## config.mk

```make
export PLATFORM = sky130hd
export DESIGN_NAME = dual_chamber_pacer
export DESIGN_NICKNAME = d
export VERILOG_FILES = /design/src/rtl/pacer_pkg.sv /design/src/rtl/pacer_tick_counter.sv /design/src/rtl/pacer_decide.sv /design/src/rtl/dual_chamber_pacer.sv
export SDC_FILE = /design/constraint.sdc
export NUM_CORES = 1
export LEC_CHECK = 0
export BUFFER_PORTS_ARGS = -buffer_cell sky130_fd_sc_hd__buf_2
export CAP_MARGIN = 15
export CORE_MARGIN = 1
export CORE_UTILIZATION = 55
export CTS_BUF_LIST = sky130_fd_sc_hd__clkbuf_8 sky130_fd_sc_hd__clkbuf_16
export DETAILED_ROUTE_END_ITERATION = 6
export PLACE_DENSITY = 0.82
export SLEW_MARGIN = 20
export SYNTH_ARGS = -nofsm -noshare
export SYNTH_HDL_FRONTEND = slang
export SYNTH_SLANG_ARGS = --single-unit
```

## constraint.sdc

```tcl
create_clock -name clk -period 3.3 [get_ports clk]
set_input_delay 0.495 -clock clk [delete_from_list [all_inputs] [get_ports clk]]
set_output_delay 0.495 -clock clk [all_outputs]
set_load 0.01 [all_outputs]
```

## src/rtl/pacer_pkg.sv

```systemverilog
package pacer_pkg;

  typedef enum logic {
    PH_AWAIT = 1'b0,
    PH_VWAIT = 1'b1
  } phase_t;

  // Ticks elapsed at decision time: stored count plus a tick arriving now.
  function automatic int unsigned elapsed_f(int unsigned cnt, logic tick);
    return cnt + {31'b0, tick};
  endfunction

  // True once an interval of lim ticks has been completed.
  function automatic logic reached_f(int unsigned el, int unsigned lim);
    return el >= lim;
  endfunction

  // Counter width able to hold span plus headroom before saturation.
  function automatic int unsigned cnt_width_f(int unsigned span);
    return $clog2(span + 2);
  endfunction

endpackage

```

## src/rtl/pacer_tick_counter.sv

```systemverilog
module pacer_tick_counter #(
  parameter int unsigned W = 8
) (
  input  logic         clk,
  input  logic         rst,
  input  logic         tick,
  input  logic         clr,
  output logic [W-1:0] cnt
);
  localparam logic [W-1:0] TOP = '1;

  always_ff @(posedge clk) begin
    if (rst || clr) begin
      cnt <= '0;
    end else if (tick && (cnt != TOP)) begin
      cnt <= cnt + W'(1);
    end
  end
endmodule

```

## src/rtl/pacer_decide.sv

```systemverilog
module pacer_decide
  import pacer_pkg::*;
#(
  parameter int unsigned AVD   = 150,
  parameter int unsigned AEI   = 800,
  parameter int unsigned VRP   = 150,
  parameter int unsigned PVARP = 100,
  parameter int unsigned URI   = 400
) (
  input  phase_t      phase,
  input  logic        a_pulse,
  input  logic        v_pulse,
  input  int unsigned v_el,
  input  int unsigned a_el,
  output logic        a_sense_e,
  output logic        a_pace_e,
  output logic        v_sense_e,
  output logic        v_pace_e
);
  logic v_window_open;
  logic a_window_open;
  logic v_ok;
  logic a_ok;
  logic av_done;
  logic upper_done;
  logic escape_done;

  always_comb begin
    v_window_open = reached_f(v_el, VRP);
    a_window_open = reached_f(v_el, PVARP);
    av_done       = reached_f(a_el, AVD);
    upper_done    = reached_f(v_el, URI);
    escape_done   = reached_f(v_el, AEI);

    v_ok = v_pulse && v_window_open;
    a_ok = a_pulse && a_window_open && (phase == PH_AWAIT);

    // A ventricular sense outranks everything; an atrial sense outranks the atrial pace.
    v_sense_e = v_ok;
    v_pace_e  = !v_ok && (phase == PH_VWAIT) && av_done && upper_done;
    a_sense_e = !v_ok && a_ok;
    a_pace_e  = !v_ok && !a_ok && (phase == PH_AWAIT) && escape_done;
  end
endmodule

```

## src/rtl/dual_chamber_pacer.sv

```systemverilog
module dual_chamber_pacer
  import pacer_pkg::*;
#(
  parameter int unsigned AVD   = 150,
  parameter int unsigned AEI   = 800,
  parameter int unsigned VRP   = 150,
  parameter int unsigned PVARP = 100,
  parameter int unsigned URI   = 400
) (
  input  logic clk,
  input  logic rst,
  input  logic tick,
  input  logic a_pulse,
  input  logic v_pulse,
  output logic a_pace,
  output logic v_pace,
  output logic a_sense,
  output logic v_sense
);
  localparam int unsigned CW    = cnt_width_f(AEI + AVD + URI);
  localparam int unsigned NCH   = 2;
  localparam int unsigned IDX_V = 0;
  localparam int unsigned IDX_A = 1;

  phase_t          phase_q;
  phase_t          phase_d;
  logic [CW-1:0]   cnt_q [NCH];
  logic [NCH-1:0]  clr_vec;
  int unsigned     v_el;
  int unsigned     a_el;

  // Named internal events.
  logic evt_as;
  logic evt_ap;
  logic evt_vs;
  logic evt_vp;
  logic evt_v;
  logic evt_a;

  for (genvar g = 0; g < NCH; g++) begin : g_cnt
    pacer_tick_counter #(.W(CW)) u_cnt (
      .clk  (clk),
      .rst  (rst),
      .tick (tick),
      .clr  (clr_vec[g]),
      .cnt  (cnt_q[g])
    );
  end

  assign v_el = elapsed_f(32'(cnt_q[IDX_V]), tick);
  assign a_el = elapsed_f(32'(cnt_q[IDX_A]), tick);

  pacer_decide #(
    .AVD(AVD), .AEI(AEI), .VRP(VRP), .PVARP(PVARP), .URI(URI)
  ) u_dec (
    .phase     (phase_q),
    .a_pulse   (a_pulse),
    .v_pulse   (v_pulse),
    .v_el      (v_el),
    .a_el      (a_el),
    .a_sense_e (evt_as),
    .a_pace_e  (evt_ap),
    .v_sense_e (evt_vs),
    .v_pace_e  (evt_vp)
  );

  assign evt_v = evt_vs | evt_vp;
  assign evt_a = evt_as | evt_ap;

  always_comb begin
    clr_vec        = '0;
    clr_vec[IDX_V] = evt_v;
    clr_vec[IDX_A] = evt_a;
  end

  always_comb begin
    phase_d = phase_q;
    if (evt_v) begin
      phase_d = PH_AWAIT;
    end else if (evt_a) begin
      phase_d = PH_VWAIT;
    end
  end

  always_ff @(posedge clk) begin
    if (rst) begin
      phase_q <= PH_AWAIT;
      a_pace  <= 1'b0;
      v_pace  <= 1'b0;
      a_sense <= 1'b0;
      v_sense <= 1'b0;
    end else begin
      phase_q <= phase_d;
      a_pace  <= evt_ap;
      v_pace  <= evt_vp;
      a_sense <= evt_as;
      v_sense <= evt_vs;
    end
  end
endmodule

```

; ---- Word level (Yosys, flattened, before mapping)
; Index checks and enable logic that the tools add are counted.
[word_totals]
register_bits = 27
input_bits = 5
elab_cells = 38
out_inout_bits = 4
[op_classes]
bitwise = 3
eq_ne = 2
add_sub_neg = 4
reduce_logical = 17
order_cmp = 5
[op_table]
columns = op, count
row1 = $add A11 B1 Y12, 2
row2 = $ge A12 B8 Y1 const B, 2
row3 = $add A11 B1 Y11 const B, 2
row4 = $ne A11 B11 Y1 const B, 2
row5 = $ge A12 B10 Y1 const B, 1
row6 = $ge A12 B7 Y1 const B, 1
row7 = $ge A12 B9 Y1 const B, 1
row8 = $logic_and A1 B1 Y1, 12
row9 = $logic_not A1 Y1, 2
row10 = $logic_or A1 B1 Y1, 2
row11 = $or A1 B1 Y1, 2
row12 = $reduce_or A2 Y1, 1
row13 = $not A1 Y1, 1

; ---- Logic depth before layout (Yosys ltp)
; Gate-level depths: netlist of the first run.
[logic_depth]
word_depth = 10
ltp_mapped = 10
depth_no_buf = 8

; ---- Hierarchy
; A second synthesis of the first run with hierarchy kept.
[unflattened]
hier_cells = 254
hier_area_um2 = 2085.8
[by_module_without_submodules]
columns = mod, cells_per_inst, seq_area_each_um2, area_each_um2, instances
row1 = pacer_tick_counter, 73, 220.2, 638.1, 2
row2 = dual_chamber_pacer, 71, 100.1, 554.3, 1
row3 = pacer_decide, 37, 0.0, 255.2, 1

; ---- Worst setup path before layout of the first run
; No wires, ideal clock.
[synth_timing]
kind = in2reg
startpoint = input tick
endpoint = register g_cnt[0].u_cnt.cnt[0]
arrival_ps = 2352
slack_ps = 870
stages = 10
path_buffers = 2
setup_ps = 78
required_ps = 3222
path_cell_list = ha_1 ha_1 buf_2 a21oi_1 o32ai_1 a31o_2 a211o_1 a31o_2 buf_2 nor3_1
[synth_between]
elab_chain_len = 9
word_cells_on_any_way = 13
classes_between = 2 x add/sub / 3 x order compare / 1 x bitwise / 7 x reduce/logical
[synth_rtl]
columns = item, line
row1 = from (decl), dual_chamber_pacer.sv:12  ; input logic tick,
row2 = $add A11 B1 Y12, pacer_pkg.sv:10  ; return cnt + {31'b0, tick};
row3 = $ge A12 B8 Y1, pacer_pkg.sv:15  ; return el >= lim;
row4 = $logic_and A1 B1 Y1, pacer_decide.sv:35  ; v_ok = v_pulse && v_window_open;
row5 = $logic_not A1 Y1, pacer_decide.sv:40  ; v_pace_e = !v_ok && (phase == PH_VWAIT) && av_done && upper_done;
row6 = $logic_and A1 B1 Y1 (3 in a row), pacer_decide.sv:40
row7 = $or A1 B1 Y1, dual_chamber_pacer.sv:67  ; assign evt_v = evt_vs | evt_vp;
row8 = $logic_or A1 B1 Y1, pacer_tick_counter.sv:13  ; if (rst || clr) begin
row9 = to (signal assigned), pacer_tick_counter.sv:16  ; cnt <= cnt + W'(1);
row10 = to (decl), pacer_tick_counter.sv:8  ; output logic [W-1:0] cnt
; Several ways; a longest one is shown, not always the timed one.
; A chain may end at the register's enable or synchronous reset.

; ---- Worst setup path after layout of the first run
[layout_timing]
startpoint = register g_cnt[0].u_cnt.cnt[0]
endpoint = register g_cnt[1].u_cnt.cnt[0]
[layout_between]
elab_chain_len = 10
word_cells_on_any_way = 15
classes_between = 1 x add/sub / 3 x order compare / 1 x bitwise / 10 x reduce/logical
[layout_rtl]
columns = item, line
row1 = $add A11 B1 Y12 (*), pacer_pkg.sv:10
row2 = $ge A12 B7 Y1, pacer_pkg.sv:15
row3 = $logic_and A1 B1 Y1 (2 in a row), pacer_decide.sv:36  ; a_ok = a_pulse && a_window_open && (phase == PH_AWAIT);
row4 = $logic_not A1 Y1, pacer_decide.sv:42  ; a_pace_e = !v_ok && !a_ok && (phase == PH_AWAIT) && escape_done;
row5 = $logic_and A1 B1 Y1 (3 in a row), pacer_decide.sv:42
row6 = $or A1 B1 Y1 (*), dual_chamber_pacer.sv:68  ; assign evt_a = evt_as | evt_ap;
row7 = $logic_or A1 B1 Y1 (*), pacer_tick_counter.sv:13
row8 = to (signal assigned), pacer_tick_counter.sv:16
row9 = to (decl), pacer_tick_counter.sv:8
; Mark *: on every way between the ends. The rest lies on a longest branch, timed or not.

==> impl_metrics.py, run 1 <==
metrics = {
    "cts": {
        "path_clk_slew_ns": 0.09,
        "clk_latency_ns": 0.27,
        "postCtsSetupBuffers": 0,
        "tritoncts": "built",
        "clock-sinks": 27,
        "root_buffer": "clkbuf_8",
        "postCtsHoldBufs": 0,
        "ctsResizeCount": 0,
        "htreeDepth": 1,
        "numCtsBuffers": 3,
        "clockBufferDepth": 2,
    },
    "final_layout": {
        "layout_common_cells": "dfxtp_1 (27), nand2_1 (17), nor3_1 (16), nor2_1 (15), a21oi_1 (12)",
        "fillers": 310,
        "drive_above_1_share": 0.09170,
        "final_common_cell": "dfxtp_1",
        "fin_area_sq_um": 1922,
        "nNetsFinal": 241,
        "diodes": 0,
        "synthToLayoutAreaGrowth_pct": 2.605,
        "fin_util": 0.6095,
    },
    "floorplanning": {
        "die_x_um": 60.36,
        "io-pin-count": 9,
        "rows": 20,
        "coreArea_sq_um": 3153,
        "die_y_um": 60.36,
        "start_util": 0.5940,
        "die-area_sq_um": 3643,
    },
    "global_route": {
        "grt_pass1_vias": 1467,
        "grt_use_total": 0.2411,
        "grt_antenna_before_repair": 0,
        "grt_first_pass_wirelength_mm": 6.748,
        "grt_overflow_total": 0,
        "grt_max_degree": 17,
    },
    "sta": {
        "slew_headroom": 0.5028,
        "setup_violations": 0,
        "hold_viol": 0,
        "maxSlewViolCount": 0,
        "tightest_slew_ns": 0.7395,
        "fin_tns_setup_ns": 0,
        "finalWorstPathRequiredPeriod_ns": 2.786,
        "skew_ns": 0.001924,
        "fmax_mhz": 358.9,
        "finalCritPeriodShare": 0.8444,
        "rsz0062_at_grt": "no",
    },
    "detailed_routing": {
        "ant_nets": 0,
        "first_iter_violations": 80,
        "drt_pre_antenna_iters": 5,
        "wirelength_mm": 3.971,
        "drc": 0,
        "vias_per_cell": 6.161,
        "vias": 1682,
        "wire_per_inst_um": 14.55,
    },
    "worst_setup_path": {
        "arrival_ns": 2.93,
        "slowest_delay_ns": 0.45,
        "r2r_slack_ns": 0.51,
        "crit_type": "reg -> reg",
        "crit_top_cell": "ha_1",
        "slowest_stage": "o41ai_1",
        "crit_family": "compound AO/OA/AOI/OAI gates",
        "worst-endpoint-required_ns": 3.44,
        "crit_buf_inv": 0,
        "cp_cell_sequence": "ha_1 > ha_1 > and3_1 > nand2_1 > xnor2_1 > o41ai_1 > a22o_2 > a211oi_1",
        "timing.rr.start": "g_cnt[0].u_cnt.cnt[0]",
        "crit_start": "g_cnt[0].u_cnt.cnt[0]",
        "crit_fanout": 13,
        "reg2regPathDepth": 8,
        "startpoint_type": "flop",
        "r2r-end": "g_cnt[1].u_cnt.cnt[0]",
        "cp-end-kind": "flop",
    },
    "synth": {
        "synth.area.top_cells": "dfxtp_1 (29%), xnor2_1 (5.1%), nor3_1 (4.3%), a211oi_1 (4.0%), ha_1 (4.0%)",
        "ys_ff_latch": 27,
        "synth_nets": 244,
        "synth_cells": 233,
        "synth_edf_count": 0,
        "synth_top_flop_cell": "dfxtp_1",
        "yosysTopAreaCell": "dfxtp_1",
        "yosysWarningCount": 0,
        "syn-cell-area_sq_um": 1873,
        "synth_top_area_share": 0.2886,
        "synth_seq_area_share": 0.2886,
        "synthArstFlopShare": 0,
        "avgSynthCellArea_sq_um": 8.039,
        "ys_types": 52,
    },
    "power": {
        "p_per_area_nw_per_um2": 295.9,
        "ir_worst_vdd_mv": 0.2113,
        "leakage_nw": 0.6949,
    },
    "job": {
        "cap_violations": 0,
    },
    "placement": {
        "port_buffers": 8,
        "place_area_sq_um": 1877,
        "dpl.hpwl_mm": 2.841,
        "gp_congestion": 0.9752,
    },
    "worst_hold_path": {
        "hold_class": "in -> reg",
        "hold_depth": 3,
        "hold_end": "phase_q",
        "hp-start": "a_pulse",
    },
    "outcome": {
        "status": "finished, final reports clean",
    },
}
[worst reg2reg max path: cells and delay by family, from the launching register on]
kind | cells | cell delay [ns]
AOI/OAI and AO/OA | 3 | 0.93
adders and majority gates | 2 | 0.73
and+or+nand+nor | 2 | 0.41
DFF | 1 | 0.41
xor gates and xnor gates | 1 | 0.15
[routing by layer]
layer | share of wire | up-vias | track usage | routed length (um)
li1 | - | 858 | - | -
met1 | 0.52 | 762 | 0.3755 | 2081
met2 | 0.41 | 58 | 0.3501 | 1628
met3 | 0.059 | 4 | 0.03198 | 233
met4 | 0.0071 | 0 | 0.05316 | 28
met5 | 0 | - | 0 | 0
[registers in the layout, indices dropped and copies added (netlist names)]
name / count
g_cnt.u_cnt.cnt: 22
a_sense: 1
v_sense: 1
v_pace: 1
a_pace: 1
phase_q: 1
[kinds of logic after synthesis]
logic type / count (synthesis) / share of synthesized area
flip-flops: 27 / 0.2886
AND/OR/NAND/NOR: 98 / 0.2872
adder cells (fa/ha/maj): 6 / 0.04008
buffers and inverters: 25 / 0.07081
multiplexers: 4 / 0.02138
AO/OA/AOI/OAI: 55 / 0.2078
XOR/XNOR: 18 / 0.08417
[through the flow]
stage	hold slack, ns	worst slack (ns)	power, W	instances
CTS	0.5475	0.5457	0.0005716	273
finish	0.5527	0.5136	0.0005687	273
detailed placement	0.5644	0.2767	0.0003898	269
floorplan	0.5211	0.8698	0.0003760	233
global placement	0.5547	0.4120	0.0003877	269
global route	0.5510	0.2809	0.0005936	273
[worst max path at each step]
| stage | to | cells past startpoint |
|---|---|---|
| after global placement | g_cnt[1].u_cnt.cnt[6] | 9 |
| after CTS | g_cnt[1].u_cnt.cnt[0] | 8 |
| after detailed placement | g_cnt[1].u_cnt.cnt[0] | 9 |
| after floorplan | g_cnt[0].u_cnt.cnt[0] | 10 |
| after global routing | g_cnt[0].u_cnt.cnt[8] | 8 |
| final | g_cnt[1].u_cnt.cnt[0] | 8 |
[cells in the mapped netlist, types with 2 or more instances]
| cell | count |
|---|---|
| ha_1 | 6 |
| and3_1 | 4 |
| a211o_1 | 2 |
| buf_6 | 3 |
| or3_1 | 4 |
| dfxtp_1 | 27 |
| nand4_1 | 5 |
| nand3b_1 | 2 |
| nand2b_1 | 2 |
| o22ai_1 | 3 |
| xnor2_1 | 11 |
| xor2_1 | 7 |
| a21oi_1 | 12 |
| a31o_2 | 2 |
| mux2i_1 | 4 |
| nor3_1 | 16 |
| and4_1 | 7 |
| a31oi_1 | 4 |
| a211oi_1 | 10 |
| o2111ai_1 | 2 |
| nor2_1 | 15 |
| nor2b_1 | 2 |
| o21ai_0 | 7 |
| nand2_1 | 17 |
| buf_2 | 10 |
| nor4_1 | 4 |
| inv_1 | 7 |
| clkbuf_1 | 3 |
| nand3_1 | 10 |
| or4_1 | 2 |
| and2_1 | 2 |
[final cells by class]
type                            instances  area, sq um  area share
Clock inverter                          1        3.754    0.001953
Timing Repair Buffer                   10        55.05     0.02865
Sequential cell                        27        540.5      0.2813
Inverter                                7        26.28     0.01367
Tap cell                               44        55.05     0.02865
Clock buffer                            3        41.29     0.02148
Multi-Input combinational cell        181         1200      0.6243
[report_power, final]
| part | leakage [nW] | total, W | switching [W] | internal, W |
|---|---|---|---|---|
| registers | 0.218 | 0.000341 | 0.00000991 | 0.000331 |
| logic | 0.450 | 0.0000421 | 0.0000241 | 0.0000180 |
| clock network | 0.0269 | 0.000186 | 0.000102 | 0.0000835 |
| total | 0.695 | 0.000569 | 0.000136 | 0.000432 |
(Power assumes the default switching activity.)
==> inputs of run 2 (changes only) <==
--- a/config.mk
+++ b/config.mk
@@ -11,7 +11,7 @@
 export CORE_UTILIZATION = 55
 export CTS_BUF_LIST = sky130_fd_sc_hd__clkbuf_8 sky130_fd_sc_hd__clkbuf_16
 export DETAILED_ROUTE_END_ITERATION = 6
-export PLACE_DENSITY = 0.82
+export PLACE_DENSITY = 0.84
 export SLEW_MARGIN = 20
 export SYNTH_ARGS = -nofsm -noshare
 export SYNTH_HDL_FRONTEND = slang
==> constraint.sdc (replaced) <==
create_clock -name clk -period 2.3 [get_ports clk]
set_input_delay 0.345 -clock clk [delete_from_list [all_inputs] [get_ports clk]]
set_output_delay 0.345 -clock clk [all_outputs]
set_load 0.01 [all_outputs]
==> impl_metrics.py, run 2 (same netlist as run 1, synthesis figures left out) <==
metrics = {
    "outcome": {
        "status": "finished, final reports clean",
    },
    "power": {
        "switching_share": 0.2424,
        "comb_power_share": 0.111,
        "p_clk_frac": 0.315,
        "seqPwrFrac": 0.574,
        "p_sw_w": 0.0002047,
        "ir_worst_vdd_mv": 0.5467,
        "leakage_nw": 0.8523,
        "p_per_area_nw_per_um2": 381.1,
        "total_power_w": 0.0008445,
        "p_int_w": 0.0006398,
    },
    "final_layout": {
        "nNetsFinal": 267,
        "diodes": 0,
        "fin_util": 0.7028,
        "layout_common_cells": "buf_4 (26), dfxtp_1 (25), nand2_1 (17), nor3_1 (16), nor2_1 (15)",
        "top_register": "g_cnt.u_cnt.cnt",
        "final_common_cell": "buf_4",
        "fin_cells": 299,
        "synthToLayoutAreaGrowth_pct": 18.30,
        "drive_above_1_share": 0.2314,
        "largest_reg_flops": 22,
    },
    "floorplanning": {
        "die_y_um": 60.36,
        "start_util": 0.5940,
        "die-area_sq_um": 3643,
        "rows": 20,
        "die_x_um": 60.36,
        "coreArea_sq_um": 3153,
        "io-pin-count": 9,
    },
    "sta": {
        "fin_tns_setup_ns": 0,
        "finalWorstPathRequiredPeriod_ns": 2.221,
        "rsz0062_at_grt": "yes",
        "finalCritPeriodShare": 0.9657,
        "setup_violations": 0,
        "skew_ns": 0.009617,
        "hold_viol": 0,
        "slew_headroom": 0.7061,
        "maxSlewViolCount": 0,
        "fmax_mhz": 450.2,
        "worst_slack_ns": 0.07898,
        "tightest_slew_ns": 0.4360,
    },
    "cts": {
        "clk_latency_ns": 0.28,
        "clock-sinks": 27,
        "numCtsBuffers": 3,
        "tritoncts": "built",
        "postCtsHoldBufs": 0,
        "path_clk_slew_ns": 0.08,
        "root_buffer": "clkbuf_8",
        "htreeDepth": 1,
        "clockBufferDepth": 2,
    },
    "worst_setup_path": {
        "cp-end-kind": "flop",
        "crit_family": "compound AO/OA/AOI/OAI gates",
        "arrival_ns": 2.40,
        "timing.rr.start": "g_cnt[1].u_cnt.cnt[0]",
        "crit_fanout": 10,
        "crit_buf_inv": 4,
        "slowest_delay_ns": 0.31,
        "worst-endpoint-required_ns": 2.48,
        "crit_start": "tick",
        "crit_top_cell": "buf_6",
        "cp_cell_sequence": "buf_2 > buf_6 > ha_2 > ha_1 > and3_4 > o22ai_1 > a211o_1 > a311oi_2 > buf_4 > nor3_4 > buf_6 > nor3_1",
        "startpoint_type": "primary input",
        "crit_type": "in -> reg",
        "slowest_stage": "a211o_1",
    },
    "detailed_routing": {
        "vias": 1853,
        "ant_nets": 0,
        "drc": 0,
        "vias_per_cell": 6.197,
        "first_iter_violations": 85,
        "wire_per_inst_um": 14.87,
        "wirelength_mm": 4.445,
        "drt_pre_antenna_iters": 4,
    },
    "job": {
        "cap_violations": 0,
    },
    "placement": {
        "gp_congestion": 0.8778,
        "dp_slack_ns": -0.3013,
        "port_buffers": 8,
        "dpl.hpwl_mm": 3.156,
        "dp_cells": 293,
    },
    "global_route": {
        "grt_overflow_total": 0,
        "grt_first_pass_wirelength_mm": 6.989,
        "grt_use_total": 0.2545,
        "grt_pass1_vias": 1570,
        "grt_max_degree": 15,
        "grtUsageMet3": 0.02772,
        "use_met1": 0.3742,
        "met2_usage": 0.3987,
        "grt_antenna_before_repair": 0,
        "top_usage_layer": "met2",
    },
    "worst_hold_path": {
        "hp-start": "a_pulse",
        "hold_class": "in -> reg",
    },
}
## run 2: worst paths after layout
check	endpoint	depth (start not counted)	slack [ns]
worst max-delay path	g_cnt[0].u_cnt.cnt[5]	12	0.08
worst min-delay path	phase_q	3	0.40
worst max register to register	g_cnt[0].u_cnt.cnt[5]	10	0.08
worst min register to register	g_cnt[0].u_cnt.cnt[10]	2	0.60
## run 2: worst reg2reg max path: stages, from the launching register on
cell	delay (ns)
dfxtp_2	0.34
ha_2	0.18
ha_1	0.17
and3_4	0.22
o22ai_1	0.08
a211o_1	0.31
a311oi_2	0.26
buf_4	0.18
nor3_4	0.05
buf_6	0.14
nor3_1	0.21
## run 2: routing by layer
metal | routed length, um | vias up
li1 | - | 916
met1 | 2150 | 879
met2 | 1994 | 54
met3 | 263 | 4
met4 | 36 | 0
met5 | 0 | -
## run 2: power by group through the flow
stage               clock, W  sequential [W]  combinational (W)
floorplan                  0        0.000494          0.0000450
global placement           0        0.000492          0.0000804
detailed placement         0        0.000493          0.0000827
CTS                 0.000270        0.000482          0.0000855
global route        0.000284        0.000486           0.000102
finish              0.000266        0.000485          0.0000936
## run 2: layout make-up
type                    instances  area [sq um]
clock buffers                   3         41.29
clock inverters                 1         3.754
fillers                       255         937.1
inverters                       7         26.28
multi-input cells             181          1289
flip-flops and latches         27         543.0
well taps                      44         55.05
repair buffers                 36         257.7
## run 2: timing repair
action | 4_1_cts | 5_1_grt
pin swaps | 1 | 1
setup endpoints to repair | 24 | 24
buffers inserted | 2 | 0
resized for setup | 6 | 14
## run 2: stage by stage
| step | hold WS [ns] | area, sq um |
|---|---|---|
| after floorplan | 0.5032 | 1873 |
| final | 0.3961 | 2216 |
| after global placement | 0.5547 | 2057 |
| after CTS | 0.3855 | 2146 |
| after global routing | 0.4320 | 2216 |
| after detailed placement | 0.5603 | 2057 |
